`src/rtl/sfc_pkg.sv`:
```
package sfc_pkg;

  typedef enum logic [1:0] {
    CSR_FILL   = 2'd0,
    CSR_AF_THR = 2'd1,
    CSR_AE_THR = 2'd2,
    CSR_SPARE  = 2'd3
  } csr_sel_e;

  localparam int CSR_DW = 32;

  function automatic int err_port_w(input int w);
    return (w > 0) ? w : 1;
  endfunction

endpackage

```
`src/rtl/sfc_rst_gen.sv`:
```
module sfc_rst_gen #(
  parameter bit ASYNC_RST = 1'b0,
  parameter int SYNC_LEN  = 2
) (
  input  logic clk,
  input  logic rst_n,
  output logic rst_ni
);

  generate
    if (ASYNC_RST) begin : g_direct
      assign rst_ni = rst_n;
    end else begin : g_sync
      logic [SYNC_LEN-1:0] chain_q;
      always_ff @(posedge clk or negedge rst_n) begin
        if (!rst_n) chain_q <= '0;
        else        chain_q <= {chain_q[SYNC_LEN-2:0], 1'b1};
      end
      assign rst_ni = chain_q[SYNC_LEN-1];
    end
  endgenerate

endmodule

```
`src/rtl/sfc_ring.sv`:
```
module sfc_ring #(
  parameter int W  = 8,
  parameter int AW = 3
) (
  input  logic         clk,
  input  logic         rst_ni,
  input  logic         wr_en,
  input  logic [W-1:0] wr_data,
  input  logic         rd_en,
  output logic [W-1:0] rd_data,
  output logic         full,
  output logic         nonempty
);

  localparam int DEPTH = 1 << AW;

  logic [AW:0]  wp_q, rp_q;
  logic [W-1:0] mem [DEPTH];

  always_ff @(posedge clk or negedge rst_ni) begin
    if (!rst_ni) begin
      wp_q <= '0;
      rp_q <= '0;
    end else begin
      if (wr_en) wp_q <= wp_q + 1'b1;
      if (rd_en) rp_q <= rp_q + 1'b1;
    end
  end

  always_ff @(posedge clk) begin
    if (wr_en) mem[wp_q[AW-1:0]] <= wr_data;
  end

  assign rd_data  = mem[rp_q[AW-1:0]];
  assign full     = (wp_q[AW] != rp_q[AW]) && (wp_q[AW-1:0] == rp_q[AW-1:0]);
  assign nonempty = (wp_q != rp_q);

  AST_RING_NO_OVERRUN: assert property (@(posedge clk) disable iff (!rst_ni)
    full |-> !wr_en);
  AST_RING_NO_UNDERRUN: assert property (@(posedge clk) disable iff (!rst_ni)
    !nonempty |-> !rd_en);

endmodule

```
`src/rtl/sfc_out_stage.sv`:
```
module sfc_out_stage #(
  parameter int W = 8
) (
  input  logic         clk,
  input  logic         rst_ni,
  input  logic         load,
  input  logic [W-1:0] load_data,
  input  logic         pop,
  output logic         valid,
  output logic [W-1:0] data
);

  logic         valid_q;
  logic [W-1:0] data_q;

  always_ff @(posedge clk or negedge rst_ni) begin
    if (!rst_ni) begin
      valid_q <= 1'b0;
      data_q  <= '0;
    end else begin
      if (load) begin
        valid_q <= 1'b1;
        data_q  <= load_data;
      end else if (pop) begin
        valid_q <= 1'b0;
      end
    end
  end

  assign valid = valid_q;
  assign data  = data_q;

  AST_STAGE_POP_VALID: assert property (@(posedge clk) disable iff (!rst_ni)
    pop |-> valid_q);

endmodule

```
`src/rtl/sfc_csr.sv`:
```
module sfc_csr
  import sfc_pkg::*;
#(
  parameter int CNT_W = 4,
  parameter int DEPTH = 8
) (
  input  logic              clk,
  input  logic              rst_ni,
  input  logic [1:0]        addr,
  input  logic              write,
  input  logic [CSR_DW-1:0] wdata,
  input  logic              read,
  output logic [CSR_DW-1:0] rdata,
  input  logic [CNT_W-1:0]  fill,
  output logic              almost_full,
  output logic              almost_empty
);

  logic [CNT_W-1:0]  af_q, ae_q;
  logic [CSR_DW-1:0] rdata_q;
  csr_sel_e          sel;

  assign sel = csr_sel_e'(addr);

  always_ff @(posedge clk or negedge rst_ni) begin
    if (!rst_ni) begin
      af_q    <= CNT_W'(DEPTH);
      ae_q    <= CNT_W'(1);
      rdata_q <= '0;
    end else begin
      if (write) begin
        case (sel)
          CSR_AF_THR: af_q <= wdata[CNT_W-1:0];
          CSR_AE_THR: ae_q <= wdata[CNT_W-1:0];
          default: ;
        endcase
      end
      if (read) begin
        case (sel)
          CSR_FILL:   rdata_q <= CSR_DW'(fill);
          CSR_AF_THR: rdata_q <= CSR_DW'(af_q);
          CSR_AE_THR: rdata_q <= CSR_DW'(ae_q);
          default:    rdata_q <= '0;
        endcase
      end
    end
  end

  assign rdata        = rdata_q;
  assign almost_full  = (fill >= af_q);
  assign almost_empty = (fill <= ae_q);

  AST_RDATA_HOLD: assert property (@(posedge clk) disable iff (!rst_ni)
    !read |=> $stable(rdata));

endmodule

```
`src/rtl/pkt_sf_fifo.sv`:
```
module pkt_sf_fifo
  import sfc_pkg::*;
#(
  parameter int BITS_PER_SYM  = 8,
  parameter int SYMS_PER_BEAT = 4,
  parameter int DEPTH_LOG2    = 3,
  parameter int CHAN_W        = 2,
  parameter int ERR_W         = 2,
  parameter bit STORE_FWD     = 1'b1,
  parameter bit ASYNC_RST     = 1'b0
) (
  input  logic                                 clk,
  input  logic                                 rst_n,
  input  logic                                 in_valid,
  output logic                                 in_ready,
  input  logic [BITS_PER_SYM*SYMS_PER_BEAT-1:0] in_data,
  input  logic [CHAN_W-1:0]                    in_channel,
  input  logic [err_port_w(ERR_W)-1:0]         in_error,
  input  logic                                 in_sop,
  input  logic                                 in_eop,
  output logic                                 out_valid,
  input  logic                                 out_ready,
  output logic [BITS_PER_SYM*SYMS_PER_BEAT-1:0] out_data,
  output logic [CHAN_W-1:0]                    out_channel,
  output logic [err_port_w(ERR_W)-1:0]         out_error,
  output logic                                 out_sop,
  output logic                                 out_eop,
  input  logic [1:0]                           csr_addr,
  input  logic                                 csr_write,
  input  logic [CSR_DW-1:0]                    csr_wdata,
  input  logic                                 csr_read,
  output logic [CSR_DW-1:0]                    csr_rdata,
  output logic                                 almost_full,
  output logic                                 almost_empty
);

  localparam int DATA_W = BITS_PER_SYM * SYMS_PER_BEAT;
  localparam int DEPTH  = 1 << DEPTH_LOG2;
  localparam int CAP    = DEPTH + 1;
  localparam int CNT_W  = $clog2(CAP + 1);
  localparam int PW     = DATA_W + CHAN_W + ERR_W + 2;

  logic             rst_ni;
  logic [PW-1:0]    in_pay, ring_pay, out_pay;
  logic             mem_full, mem_nonempty;
  logic             stage_valid, load, push, pop, release_ok;
  logic [CNT_W-1:0] fill_q;

  sfc_rst_gen #(.ASYNC_RST(ASYNC_RST), .SYNC_LEN(2)) u_rst (
    .clk(clk), .rst_n(rst_n), .rst_ni(rst_ni)
  );

  generate
    if (ERR_W > 0) begin : g_err
      assign in_pay = {in_error, in_channel, in_sop, in_eop, in_data};
      assign {out_error, out_channel, out_sop, out_eop, out_data} = out_pay;
    end else begin : g_noerr
      assign in_pay    = {in_channel, in_sop, in_eop, in_data};
      assign {out_channel, out_sop, out_eop, out_data} = out_pay;
      assign out_error = '0;
    end
  endgenerate

  assign in_ready  = !mem_full;
  assign push      = in_valid && in_ready;
  assign out_valid = stage_valid && release_ok;
  assign pop       = out_valid && out_ready;
  assign load      = mem_nonempty && (!stage_valid || pop);

  sfc_ring #(.W(PW), .AW(DEPTH_LOG2)) u_ring (
    .clk(clk), .rst_ni(rst_ni),
    .wr_en(push), .wr_data(in_pay),
    .rd_en(load), .rd_data(ring_pay),
    .full(mem_full), .nonempty(mem_nonempty)
  );

  sfc_out_stage #(.W(PW)) u_stage (
    .clk(clk), .rst_ni(rst_ni),
    .load(load), .load_data(ring_pay), .pop(pop),
    .valid(stage_valid), .data(out_pay)
  );

  always_ff @(posedge clk or negedge rst_ni) begin
    if (!rst_ni) begin
      fill_q <= '0;
    end else begin
      case ({push, pop})
        2'b10:   fill_q <= fill_q + CNT_W'(1);
        2'b01:   fill_q <= fill_q - CNT_W'(1);
        default: fill_q <= fill_q;
      endcase
    end
  end

  generate
    if (STORE_FWD) begin : g_snf
      logic [CNT_W-1:0] eop_cnt_q;
      logic             flush_q;
      logic             eop_in, eop_out;

      assign eop_in  = push && in_eop;
      assign eop_out = pop && out_eop;

      always_ff @(posedge clk or negedge rst_ni) begin
        if (!rst_ni) begin
          eop_cnt_q <= '0;
          flush_q   <= 1'b0;
        end else begin
          eop_cnt_q <= eop_cnt_q + CNT_W'(eop_in) - CNT_W'(eop_out);
          if (eop_out)                      flush_q <= 1'b0;
          else if (fill_q == CNT_W'(CAP))   flush_q <= 1'b1;
        end
      end

      assign release_ok = (eop_cnt_q != '0) || flush_q || (fill_q == CNT_W'(CAP));

      AST_SNF_HOLDBACK: assert property (@(posedge clk) disable iff (!rst_ni)
        (eop_cnt_q == '0 && !flush_q && fill_q != CNT_W'(CAP)) |-> !out_valid);
    end else begin : g_cut
      assign release_ok = 1'b1;
    end
  endgenerate

  sfc_csr #(.CNT_W(CNT_W), .DEPTH(DEPTH)) u_csr (
    .clk(clk), .rst_ni(rst_ni),
    .addr(csr_addr), .write(csr_write), .wdata(csr_wdata),
    .read(csr_read), .rdata(csr_rdata),
    .fill(fill_q),
    .almost_full(almost_full), .almost_empty(almost_empty)
  );

  AST_FULL_BLOCKS: assert property (@(posedge clk) disable iff (!rst_ni)
    (fill_q == CNT_W'(CAP)) |-> !in_ready);
  AST_FILL_BOUND: assert property (@(posedge clk) disable iff (!rst_ni)
    fill_q <= CNT_W'(CAP));
  AST_HOLD_VALID: assert property (@(posedge clk) disable iff (!rst_ni)
    (out_valid && !out_ready) |=> out_valid);
  AST_HOLD_PAYLOAD: assert property (@(posedge clk) disable iff (!rst_ni)
    (out_valid && !out_ready) |=> $stable(out_pay));
  AST_EMPTY_QUIET: assert property (@(posedge clk) disable iff (!rst_ni)
    (fill_q == '0) |-> !out_valid);
  AST_FILL_SAME: assert property (@(posedge clk) disable iff (!rst_ni)
    (push && pop) |=> $stable(fill_q));

endmodule

```
`config.mk`:
```
export PLATFORM = sky130hd
export DESIGN_NAME = pkt_sf_fifo
export DESIGN_NICKNAME = d
export VERILOG_FILES = /design/src/rtl/sfc_pkg.sv /design/src/rtl/sfc_rst_gen.sv /design/src/rtl/sfc_ring.sv /design/src/rtl/sfc_out_stage.sv /design/src/rtl/sfc_csr.sv /design/src/rtl/pkt_sf_fifo.sv
export SDC_FILE = /design/constraint.sdc
export NUM_CORES = 1
export LEC_CHECK = 0
export ABC_AREA = 1
export ABC_CLOCK_PERIOD_IN_PS = 2100
export BUFFER_PORTS_ARGS = -buffer_cell sky130_fd_sc_hd__buf_2
export CAP_MARGIN = 20
export CORE_MARGIN = 2
export CORE_UTILIZATION = 50
export DETAILED_ROUTE_END_ITERATION = 7
export MAX_ROUTING_LAYER = met4
export PLACE_DENSITY = 0.72
export SKIP_LAST_GASP = 1
export SYNTH_ARGS = -nofsm -noshare
export SYNTH_HDL_FRONTEND = slang
export SYNTH_SLANG_ARGS = --single-unit
```
`constraint.sdc`:
```
create_clock -name clk -period 2.1 [get_ports clk]
set_input_delay 0.105 -clock clk [delete_from_list [all_inputs] [get_ports clk]]
set_output_delay 0.105 -clock clk [all_outputs]
set_load 0.05 [all_outputs]
```
== Word level (Yosys, flattened, before mapping) ==
Memory sizes are Yosys's and may differ from the RTL's. A register that Yosys moved wholly into a read port is not among the register bits.
Index checks and enable logic that the tools add are counted.

* Logic and storage cells: 55
* Memories kept: 1
* Output and inout port bits: 74
* Register bits: 60
* Input port bits: 78
* RAM bits: 304

{| class="wikitable"
|+ Memories
! name !! words !! bits a word !! read ports !! clocked after memory_dff !! wr ports !! RTL line !! text
|-
| u_ring.mem || 8 || 38 || 1 || 1 || 1 || sfc_ring.sv:18 || <nowiki>logic [W-1:0] mem [DEPTH];</nowiki>
|}

* Order comparisons: 2
* $add $sub $neg: 6
* Muxes and demuxes: 8
* Eq/ne operators: 8
* Reduce and logical (&&, ||, !) cells: 20

{| class="wikitable"
|+ Operator list
! kind !! number
|-
| 4-bit by 1-bit adder with 4-bit output (second input constant) || 3
|-
| 4-bit one-hot mux with 3 select lines || 1
|-
| 4-bit one-hot mux with 2 select lines || 1
|-
| 1-bit logical AND || 7
|-
| 1-bit two-way mux || 6
|-
| 2-bit nonzero test || 3
|-
| 4-bit by 1-bit adder with 4-bit output || 1
|-
| 2-bit by 1-bit == test with 1-bit output (second input constant) || 2
|-
| 2-bit == test (second input constant) || 2
|-
| 4-bit == test (second input constant) || 1
|-
| 4-bit greater-or-equal comparator || 1
|-
| 4-bit less-or-equal comparator || 1
|-
| 4-bit != test || 1
|-
| 2-bit AND reduction || 2
|-
| 4-bit nonzero test || 1
|-
| 4-bit by 1-bit subtractor with 4-bit output || 1
|-
| 4-bit by 1-bit subtractor with 4-bit output (second input constant) || 1
|-
| 3-bit == test || 1
|-
| 1-bit logical NOT || 3
|-
| 1-bit logical OR || 3
|-
| 2-bit logical NOT || 1
|-
| 1-bit != test || 1
|}

== Depth between registers and ports, before layout ==
Gate-level depths: netlist of the first run.

* Word-level depth: 8
* Depth in mapped cells: 17
* Mapped depth without buffers: 17

== By module ==
From an unflattened synthesis of the first run, not the netlist that was laid out.

* Cells, all modules: 1744
* Area, all modules: 16774.8 µm²

{| class="wikitable"
|+ Modules (own cells, without submodules)
! module !! times used !! cells each !! sequential area each (µm²) !! area an instance (µm²)
|-
| sfc_ring || 1 || 1366 || 9328.9 || 13619.3
|-
| sfc_out_stage || 1 || 165 || 975.9 || 1482.7
|-
| sfc_csr || 1 || 127 || 302.8 || 965.9
|-
| pkt_sf_fifo || 1 || 83 || 225.2 || 653.1
|-
| sfc_rst_gen || 1 || 3 || 50.0 || 53.8
|}

== Least setup slack after synthesis of the first run ==
Ideal clock, no wire load.

* Kind: reg2reg
* Start: reg u_ring.rp_q[0]
* End: mem u_ring.mem[1][0] in the netlist's numbering, enable pin
* Library setup time: 0.433 ns
* Setup slack: -1.227 ns
* Arrival time: 2.894 ns
* Data required time: 1.667 ns
* Cell stages (with the launch flop): 8
* Buffers on the path: 1
* Clock period less this slack: 3.327 ns
* Cells stage by stage: dfrtp_1 > buf_4 > xnor2_2 > nand4_2 > nand2_4 > inv_2 > nand2_1 > nor2_1

* Word-level cells in the longest chain between the ends: 6

{| class="wikitable"
|+ Ends and longest elaborated chain
! element !! RTL line !! text
|-
| from (decl) || sfc_ring.sv:17 || <nowiki>logic [AW:0] wp_q, rp_q;</nowiki>
|-
| from (signal assigned) || sfc_ring.sv:26 || <nowiki>if (rd_en) rp_q <= rp_q + 1'b1;</nowiki>
|-
| 3-bit == test || sfc_ring.sv:35 || <nowiki>assign full = (wp_q[AW] != rp_q[AW]) && (wp_q[AW-1:0] == rp_q[AW-1:0]);</nowiki>
|-
| 1-bit logical AND || sfc_ring.sv:35 ||
|-
| 1-bit logical NOT || pkt_sf_fifo.sv:64 || <nowiki>assign in_ready = !mem_full;</nowiki>
|-
| net in_ready || pkt_sf_fifo.sv:15 || <nowiki>output logic in_ready,</nowiki>
|-
| 1-bit logical AND || pkt_sf_fifo.sv:65 || <nowiki>assign push = in_valid && in_ready;</nowiki>
|-
| 1-bit two-way mux || sfc_ring.sv:31 || <nowiki>if (wr_en) mem[wp_q[AW-1:0]] <= wr_data;</nowiki>
|-
| 1-bit two-way mux (not written as such) || sfc_ring.sv:31 ||
|-
| to (decl) || sfc_ring.sv:18 ||
|}

The timed path passes the listed nets, and every way through them passes these cells.

== Final worst setup path of the first run ==
* Start: reg g_snf.eop_cnt_q[2]
* End: reg g_snf.eop_cnt_q[1]

* Word-level cells in the longest chain between the ends: 7

{| class="wikitable"
|+ Ends and longest elaborated chain
! element !! RTL line !! text
|-
| from (decl) || pkt_sf_fifo.sv:97 || <nowiki>logic [CNT_W-1:0] eop_cnt_q;</nowiki>
|-
| from (signal assigned) || pkt_sf_fifo.sv:109 || <nowiki>eop_cnt_q <= eop_cnt_q + CNT_W'(eop_in) - CNT_W'(eop_out);</nowiki>
|-
| 4-bit nonzero test || pkt_sf_fifo.sv:115 || <nowiki>assign release_ok = (eop_cnt_q != '0) || flush_q || (fill_q == CNT_W'(CAP));</nowiki>
|-
| 1-bit logical OR (2 in series) || pkt_sf_fifo.sv:115 ||
|-
| 1-bit logical AND || pkt_sf_fifo.sv:66 || <nowiki>assign out_valid = stage_valid && release_ok;</nowiki>
|-
| 1-bit logical AND || pkt_sf_fifo.sv:67 || <nowiki>assign pop = out_valid && out_ready;</nowiki>
|-
| 1-bit logical AND || pkt_sf_fifo.sv:102 || <nowiki>assign eop_out = pop && out_eop;</nowiki>
|-
| 4-bit by 1-bit subtractor with 4-bit output || pkt_sf_fifo.sv:109 ||
|}

No other way between the ends.
A chain may end at the register's enable or synchronous reset.

==> results of run 1 <==
[routing by layer]
metal,share of wire,track usage,vias to the layer above,routed length [microns]
li1,-,-,5294,-
met1,0.43,0.279,5245,15100
met2,0.49,0.365,366,17400
met3,0.056,0.0336,85,2000
met4,0.028,0.0835,0,1010
met5,0,-,-,0
[logic make-up after synthesis]
logic type,after synthesis
adders and majority gates,19
AOI/OAI and AO/OA,134
xor gates and xnor gates,10
muxes,1
and+or+nand+nor,800
buffers and inverters,190
DFF,374
other,2
[worst paths after layout]
kind	start	end	slack, ns	cells past startpoint
worst min-delay path	csr_write	u_csr.ae_q[0]	0.02	4
worst min register to register	u_rst.g_sync.chain_q[1]	u_csr.rdata[0]	0.29	0
min in group asynchronous	u_rst.g_sync.chain_q[1]	u_csr.rdata[0]	0.29	0
max in group asynchronous	u_rst.g_sync.chain_q[1]	u_stage.data[6]	1.21	1
worst max-delay path	g_snf.eop_cnt_q[2]	g_snf.eop_cnt_q[1]	0.05	12
worst max register to register	g_snf.eop_cnt_q[2]	g_snf.eop_cnt_q[1]	0.05	12
[final cells by class]
class | count | area, sq um | area share
flip-flops and latches | 374 | 10900 | 0.568
repair buffers | 201 | 1640 | 0.0856
clock buffers | 53 | 1140 | 0.0596
inverters | 90 | 342 | 0.0178
multi-input cells | 993 | 4470 | 0.233
clock inverters | 18 | 173 | 0.00901
well taps | 402 | 503 | 0.0262
[worst max-delay path, cell delays in order, from the launching register on]
cell and delay (ns):
dfrtp_1 0.37, inv_2 0.07, ha_4 0.11, nand2_1 0.04
nor2_1 0.11, nand2_2 0.11, nand4_1 0.16, nand4_1 0.13
nand2_1 0.09, ha_2 0.18, inv_2 0.04, fa_1 0.47
inv_1 0.04
[power by group through the flow]
stage / sequential (uW) / combinational [uW] / clock, uW
detailed placement: 10200 / 11000 / 0
global placement: 10100 / 10700 / 0
finish: 10000 / 11400 / 6960
global route: 10200 / 12600 / 7370
floorplan: 11400 / 6860 / 0
CTS: 10000 / 11200 / 7080
[stage by stage]
| stage | instance area [sq um] | power (uW) | hold WS (ns) | setup slack [ns] | setup TNS (ns) |
|---|---|---|---|---|---|
| 5_1_grt | 19200 | 30200 | 0.0672 | -0.0438 | -0.108 |
| 6_report | 19200 | 28400 | 0.0205 | 0.0537 | 0 |
| 3_3_place_gp | 17300 | 20900 | -0.107 | 0.0930 | 0 |
| 2_1_floorplan | 16300 | 18200 | -0.191 | -0.119 | -26.08 |
| 3_5_place_dp | 17300 | 21200 | -0.106 | 0.0631 | 0 |
| 4_1_cts | 19100 | 28300 | 0.00338 | 0.0255 | 0 |
[placed cells by master (no fill, tap or decap), types with 9 or more instances in the layout]
cell type / instances
buf_12: 19
o21ai_1: 39
nor2_1: 51
inv_2: 9
conb_1: 29
dlygate4sd3_1: 49
clkbuf_16: 42
edfxtp_1: 304
ha_1: 13
inv_1: 79
buf_4: 39
dfrtp_1: 61
buf_2: 93
o21ai_0: 85
nand3_1: 53
nand2_1: 664
[registers in the layout, indices dropped and copies added, names as in the netlist]
signal / count
u_rst.g_sync.chain_q: 2
fill_q: 4
u_ring.rp_q: 4
g_snf.flush_q: 1
u_csr.rdata: 4
u_ring.wp_q: 4
u_stage.valid: 1
u_ring.mem: 304
g_snf.eop_cnt_q: 4
u_csr.af_q: 4
u_stage.data: 38
u_csr.ae_q: 4
[repair_timing]
| item | in CTS | in global routing |
|---|---|---|
| pin swaps | 0 | 12 |
| endpoints found under the hold margin | 319 | 0 |
| setup endpoints to repair | 1 | 102 |
| hold buffers | 49 | 0 |
| gates resized for setup | 1 | 17 |
| buffers inserted | 0 | 9 |
==> impl_metrics.toml, run 1 <==
[power_and_ir_drop]
ir_drop_uv = 1060
power.share.clock = 0.246
p_leak_uw = 0.00828
power_density_nw_per_um2 = 1480
combinationalPowerShare = 0.400
sw_frac_of_total = 0.396
pwr-share-seq = 0.354
cell_internal_pwr_uw = 17100
switchingPower_uw = 11200

[timing]
post-route-period-util = 0.974
layout_min_cycle_time_ns = 2.05
setup_viol = 0
hold_violations = 0
final.setup_skew_ns = 0.0184
slew_headroom = 0.586
clock.fmax_ghz = 0.489
slew_violations = 0
worstMarginPinSlew_ns = 0.621
rsz0062_at_grt = "yes"

[setup_path]
start_kind = "flop"
worst-path-max-fanout = 3
critPathKind = "reg2reg"
cp-end-kind = "flop"
cp_data_arrival_time_ns = 2.45
critical_path_required_ns = 2.51

[synth]
synthAdderAreaFrac = 0.0157
synthArstFlopShare = 0.187
netlist_area_sq_um = 16100
synth-edff-count = 304
yosys_most_used_dff = "edfxtp_1"
synth-seq-cells = 374
synthXorXnorAreaFrac = 0.00592
synth_top_area_frac = 0.568
synthCells = 1530
ys.warnings.count = 0
muxShareOfSynthArea = 0.000701
synth_top_cell_by_area = "edfxtp_1"
synth_top_family_by_area = "simple AND/OR/NAND/NOR gates"
synth_compound_area_frac = 0.0431
synthSimpleGateAreaFrac = 0.196
synthTopCellsByArea = "edfxtp_1 (57%), nand2_1 (16%), dfrtp_1 (11%), o21ai_0 (2.7%), buf_4 (2.1%)"
ys_seq_area_frac = 0.677
ys_top_cells_by_count = "nand2_1 (668), edfxtp_1 (304), o21ai_0 (88)"
synth_area_per_cell_sq_um = 10.5
ys_types = 36
synth.most_common_cell = "nand2_1"

[routing]
wl_mm = 35.5
wire_per_inst_microns = 16.7
ant_nets = 0
vias_per_cell = 5.16
drt_first_iter_violations = 1091
num_vias = 11000
drt-pass1-iter-count = 7
drcViolationCount = 0

[global_route]
antenna_found_initial = 0
grt_usage = 0.221
grt_max_degree = 138
grt_pass1_wl_mm = 56.4
grt_pass1_vias = 10800
overflow = 0

[placed_design]
dp_cells = 2002
routabilityCongestion = 0.841
io_buffers = 95
place_hpwl_mm = 20.4

[clocking]
cts_sinks = 374
clock_latency_ns = 0.52
cts_tree = "yes"
cts-root-buf = "clkbuf_16"
cts_buffer_depth = 3
cts_made_buffers = 39
clkTransAtPathRegs_ns = 0.06
h-tree-depth = 2

[floorplanning]
die_w_microns = 183
initial_utilization = 0.508
ios = 152
fp.dieH_microns = 183
coreArea_sq_um = 31600
rows = 65
dieArea_sq_um = 33600

[cells_and_area]
antennaDiodeCount = 0
drive_above_1_share = 0.156
nNetsFinal = 1796
final_core_util = 0.606
area.growth.synth_to_final_pct = 19.3
nFillCells = 2451
layout.cells.non_filler = 2131

[run]
cap_violations = 0

[outcome]
outcome = "completed"

[worst_hold_path]
hold_class = "in2reg"
Note: power is estimated with default switching activity, not from simulation.
==> inputs of run 2 (changes only) <==
Settings changed: SYNTH_HIERARCHICAL set to 1.
==> run 2 against run 1 <==
Compared with the run above:
- area after synthesis is 4.4% higher
- sequential share of layout area is 2.5 points lower
- sequential power hardly changed
- clock skew is 0.0045 ns higher
==> impl_metrics.toml, run 2 <==
[global_route]
overflow = 0
grt_pass1_vias = 11500
grt_pass1_wl_mm = 58.4
grt_max_degree = 156
grt_usage = 0.217
antenna_found_initial = 2

[cells_and_area]
area.growth.synth_to_final_pct = 19.5
nNetsFinal = 2013
layout.cells.non_filler = 2397
nFillCells = 2643
final_cell_mix = "nand2_1 (667), inv_1 (343), edfxtp_1 (304)"
final_area_sq_um = 20000
largest_register_ff_count = 304
drive_above_1_share = 0.130
final_common_cell = "nand2_1"

[placed_design]
routabilityCongestion = 0.845
io_buffers = 95
dp_cells = 2269
place_hpwl_mm = 21.4
dpl_worst_slack_ns = -0.0472
dpl_cell_area_sq_um = 18100

[floorplanning]
dieArea_sq_um = 35000
ios = 152
die_w_microns = 187
rows = 67
initial_utilization = 0.504
coreArea_sq_um = 33300
fp.dieH_microns = 187

[routing]
wire_per_inst_microns = 15.2
drcViolationCount = 0
ant_nets = 0
drt_first_iter_violations = 867
vias_per_cell = 4.88
drt-pass1-iter-count = 5
wl_mm = 36.5
num_vias = 11700

[synth]
netlist_area_sq_um = 16800
synthCells = 1744
yosys_most_used_dff = "edfxtp_1"
synthTopCellsByArea = "edfxtp_1 (54%), nand2_1 (15%), dfrtp_1 (10%), inv_1 (7.8%), nand3_1 (5.1%)"
synth_top_area_frac = 0.544
ys.warnings.count = 6
ys_top_cells_by_count = "nand2_1 (669), inv_1 (347), edfxtp_1 (304)"
synth-edff-count = 304
synth.most_common_cell = "nand2_1"
synth-seq-cells = 374
synth_top_cell_by_area = "edfxtp_1"
synth_area_per_cell_sq_um = 9.62
ys_seq_area_frac = 0.649
synthArstFlopShare = 0.187
ys_types = 28

[clocking]
h-tree-depth = 2
cts_tree = "yes"
cts_made_buffers = 39
clock_latency_ns = 0.53
cts_buffer_depth = 3
clkTransAtPathRegs_ns = 0.06
cts_sinks = 374
cts-root-buf = "clkbuf_16"

[setup_path]
start_kind = "flop"
critical_path.max_stage_delay_ns = 0.50
cp_data_arrival_time_ns = 2.31
worst-path-max-fanout = 26
cp_slowest_cell = "dfrtp_4"
critical_path_required_ns = 2.31
crit_chain = "xnor2_4, nand3_2, nor2_4, nor2_4, buf_4, inv_2, or2_4, nor2_4, buf_12"
cp-end-kind = "flop"
crit_buf_inv = 3
critPathKind = "reg2reg"
path_delay_family = "simple AND/OR/NAND/NOR gates"
crit_path_frequent_cell = "nor2_4"

[timing]
tns_ns = 0
layout_setup_ws_ns = 0.00167
worstMarginPinSlew_ns = 0.749
rsz0062_at_grt = "yes"
post-route-period-util = 0.999
clock.fmax_ghz = 0.477
slew_violations = 0
final.setup_skew_ns = 0.0230
layout_min_cycle_time_ns = 2.10
setup_viol = 0
hold_violations = 0
slew_headroom = 0.500

[power_and_ir_drop]
p_leak_uw = 0.00959
power.total_uw = 29100
ir_drop_uv = 914
power_density_nw_per_um2 = 1450

[worst_hold_path]
hold_class = "in2reg"

[outcome]
outcome = "completed"

[run]
cap_violations = 0
## run 2: cell types whose count changed after synthesis, moves of 4 or more
cell / change
or2_2: -4
buf_1: -4
nor2_1: -40
nand2_2: -4
o21ai_1: -36
inv_1: +263
o21ai_0: -76
buf_4: -9
xnor2_1: +4
nand3_1: +118
buf_2: +9
## run 2: worst paths after layout
path	from	end	slack, ns	cells after the start
worst min register to register	u_rst/g_sync.chain_q[1]	g_snf.eop_cnt_q[1]	0.35	0
worst max-delay path	u_ring/rp_q[1]	u_ring/mem[4][18]	0.002	9
min in group asynchronous	u_rst/g_sync.chain_q[1]	g_snf.eop_cnt_q[1]	0.35	0
worst min-delay path	in_valid	u_ring/wp_q[0]	0.14	7
worst max register to register	u_ring/rp_q[1]	u_ring/mem[4][18]	0.002	9
max in group asynchronous	u_rst/g_sync.chain_q[1]	u_csr/ae_q[0]	1.10	1
## run 2: timing repair
action / 4_1_cts / 5_1_grt
gates resized for setup: 2 / 20
hold buffers: 53 / 0
cloned: 0 / 0
buffers inserted: 0 / 1
pin swaps: 4 / 8
setup endpoints to repair: 80 / 8
hold endpoints to repair: 320 / 0
## run 2: worst register-to-register path: cells and delay by family, from the launching register on
family / cells / cell delay (ns)
simple gates: 5 / 0.72
buf+inv: 3 / 0.43
xor+xnor: 1 / 0.14
flops: 1 / 0.50
## run 2: layer usage
layer | up-vias | track usage | part of all wire
li1 | 5689 | - | -
met1 | 5571 | 0.278 | 0.43
met2 | 366 | 0.364 | 0.49
met3 | 61 | 0.0298 | 0.060
met4 | 0 | 0.0574 | 0.020
met5 | - | - | 0
## run 2: final cells by class
| class | count | area [sq um] | area share |
|---|---|---|---|
| tap | 448 | 561 | 0.0280 |
| sequential | 374 | 10900 | 0.543 |
| antenna | 2 | 5.00 | 0.000250 |
| clock buffer | 46 | 1020 | 0.0510 |
| inverter | 354 | 1330 | 0.0664 |
| clock inverter | 26 | 239 | 0.0119 |
| timing repair buffer | 199 | 1690 | 0.0843 |
| multi-input combinational | 948 | 4310 | 0.215 |
## run 2: cell families (layout without fill, tap and decap cells)
group	Yosys count	after routing	synth area share
simple gates	867	867	0.209
flops	374	374	0.649
other cells	2	31	0.000448
xor+xnor	15	15	0.00783
compound gates	18	18	0.00574
fa+ha+maj	19	19	0.0151
buf+inv	449	625	0.113
## run 2: stage by stage
stage                     hold slack [ns]   util
after CTS                         0.00363  0.599
final                               0.142  0.602
after global placement             -0.110  0.545
after detailed placement           -0.108  0.545
after global routing                0.151  0.602
after floorplan                    -0.191      -
## run 2: power breakdown
part	switching, uW	internal [uW]	total, uW
combinational	8340	3770	12100
clock	2760	3990	6750
sequential	586	9630	10200
total	11700	17400	29100
==> inputs of run 3 (changes only) <==
Settings changed: SETUP_SLACK_MARGIN set to 0.15.
==> run 3 against run 2 <==
Compared with the run above:
- the run now ends with negative setup slack left
- sequential share of layout area decreased by 3.3 points
- combinational power increased by 27%
- final cell count increased by 2.0%
- global-route usage about the same
- clock power about the same
- highest routed layer unchanged
- first-iteration DRC count increased by 17%
- non-clock buffer count increased by 51
- cell area increased by 6.5%
- die area unchanged
- sequential cell count unchanged
==> impl_metrics.toml, run 3 (synthesis results as in run 2) <==
[outcome]
outcome = "finished, violations left"
violations = "negative setup slack"

[timing]
setup_viol = 10
hold_violations = 0
layout_setup_ws_ns = -0.0248
final.setup_skew_ns = 0.0250
slew_violations = 0
layout_min_cycle_time_ns = 2.12
slew_headroom = 0.586
clock.fmax_ghz = 0.471
post-route-period-util = 1.01
worstMarginPinSlew_ns = 0.622
rsz0062_at_grt = "yes"

[clocking]
cts-root-buf = "clkbuf_16"
cts_made_buffers = 38
cts_tree = "yes"
h-tree-depth = 2
clkTransAtPathRegs_ns = 0.06
cts_sinks = 374
cts_buffer_depth = 3
clock_latency_ns = 0.54

[placed_design]
dpl_cell_area_sq_um = 18100
routabilityCongestion = 0.824
io_buffers = 95
dpl_worst_slack_ns = -0.0348
place_hpwl_mm = 20.4

[routing]
drt-pass1-iter-count = 5
num_vias = 12200
wire_per_inst_microns = 17.3
vias_per_cell = 4.99
drcViolationCount = 0
wl_mm = 42.4
drt_first_iter_violations = 1015
ant_nets = 0

[cells_and_area]
final_cell_mix = "nand2_1 (636), inv_1 (335), edfxtp_1 (304)"
drive_above_1_share = 0.178
nNetsFinal = 2063
final_area_sq_um = 21300
largest_register_ff_count = 304
final_common_cell = "nand2_1"
final_core_util = 0.641
nFillCells = 2376
area.growth.synth_to_final_pct = 27.3

[global_route]
grt_pass1_wl_mm = 58.8
overflow = 0
grt_pass1_vias = 11800
antenna_found_initial = 2
grt_usage = 0.217
grt_max_degree = 77

[floorplanning]
dieArea_sq_um = 35000
fp.dieH_microns = 187
coreArea_sq_um = 33300
initial_utilization = 0.504
die_w_microns = 187
rows = 67
ios = 152

[setup_path]
start_kind = "flop"
cp-end-kind = "flop"
worst-path-max-fanout = 5
cp_data_arrival_time_ns = 2.37
cp-endpoint = "u_ring/mem[4][4]"
critical_path_required_ns = 2.35
timing.rr.start = "u_ring/rp_q[0]"
critPathKind = "reg2reg"
critical_path.startpoint = "u_ring/rp_q[0]"
rr_endpoint = "u_ring/mem[4][4]"
r2r_slack_ns = -0.02
rr_worst_depth = 10

[power_and_ir_drop]
ir_drop_uv = 971
power_density_nw_per_um2 = 1520
power.total_uw = 32400
p_leak_uw = 0.0101

[worst_hold_path]
hold_class = "in2reg"

[run]
cap_violations = 0
## run 3: through the flow
stage          hold WS, ns  TNS, ns  cells
2_1_floorplan       -0.191   -82.90   1771
3_3_place_gp        -0.111        0   2266
3_5_place_dp        -0.109  -0.0495   2266
4_1_cts             0.0376  -0.0168   2402
5_1_grt              0.123    -3.50   2446
6_report            0.0774   -0.162   2446
## run 3: critical path, cell delays in order, from the launching register on
cell     delay, ns
dfrtp_4       0.48
xnor2_2       0.15
nand3_2       0.09
nor2_4        0.05
nor2_4        0.20
inv_2         0.06
or2_4         0.29
nor2_4        0.17
buf_12        0.15
buf_12        0.11
buf_16        0.10
## run 3: cell type report
| type | instances | area (sq um) | share of cell area |
|---|---|---|---|
| Antenna cell | 2 | 5.00 | 0.000234 |
| Clock buffer | 61 | 1110 | 0.0519 |
| Clock inverter | 9 | 145 | 0.00680 |
| Inverter | 354 | 1350 | 0.0633 |
| Multi-Input combinational cell | 948 | 4570 | 0.214 |
| Sequential cell | 374 | 10900 | 0.510 |
| Tap cell | 448 | 561 | 0.0263 |
| Timing Repair Buffer | 250 | 2720 | 0.127 |
## run 3: worst min path at each step
| stage | from | to | slack [ns] | cells past startpoint |
|---|---|---|---|---|
| floorplan | rst_n | u_rst/g_sync.chain_q[0] | -0.19 | 0 |
| global placement | rst_n | u_rst/g_sync.chain_q[0] | -0.11 | 1 |
| detailed placement | rst_n | u_rst/g_sync.chain_q[0] | -0.11 | 1 |
| CTS | in_valid | u_ring/wp_q[0] | 0.04 | 6 |
| global route | in_valid | u_ring/wp_q[0] | 0.12 | 6 |
| finish | in_valid | u_ring/wp_q[0] | 0.08 | 6 |
## run 3: timing repair
| action | 4_1_cts | 5_1_grt |
|---|---|---|
| gates resized for setup | 30 | 113 |
| hold buffers | 51 | 0 |
| pin swaps | 8 | 27 |
| setup buffers | 13 | 17 |
| hold endpoints to repair | 320 | 0 |
| setup endpoints to repair | 323 | 355 |
| gates cloned | 2 | 25 |
## run 3: routing by layer
layer | wire length, microns | part of all wire | track usage | up-vias
met5 | 0 | 0 | - | -
li1 | - | - | - | 5793
met3 | 3160 | 0.075 | 0.0306 | 65
met1 | 17200 | 0.41 | 0.276 | 5823
met4 | 795 | 0.019 | 0.0656 | 0
met2 | 21200 | 0.50 | 0.362 | 528
## run 3: where the power goes
part | switching (uW) | leakage (uW) | internal (uW)
combinational | 9730 | 0.00591 | 5640
clock | 2750 | 0.000605 | 4010
sequential | 636 | 0.00361 | 9630
total | 13100 | 0.0101 | 19300
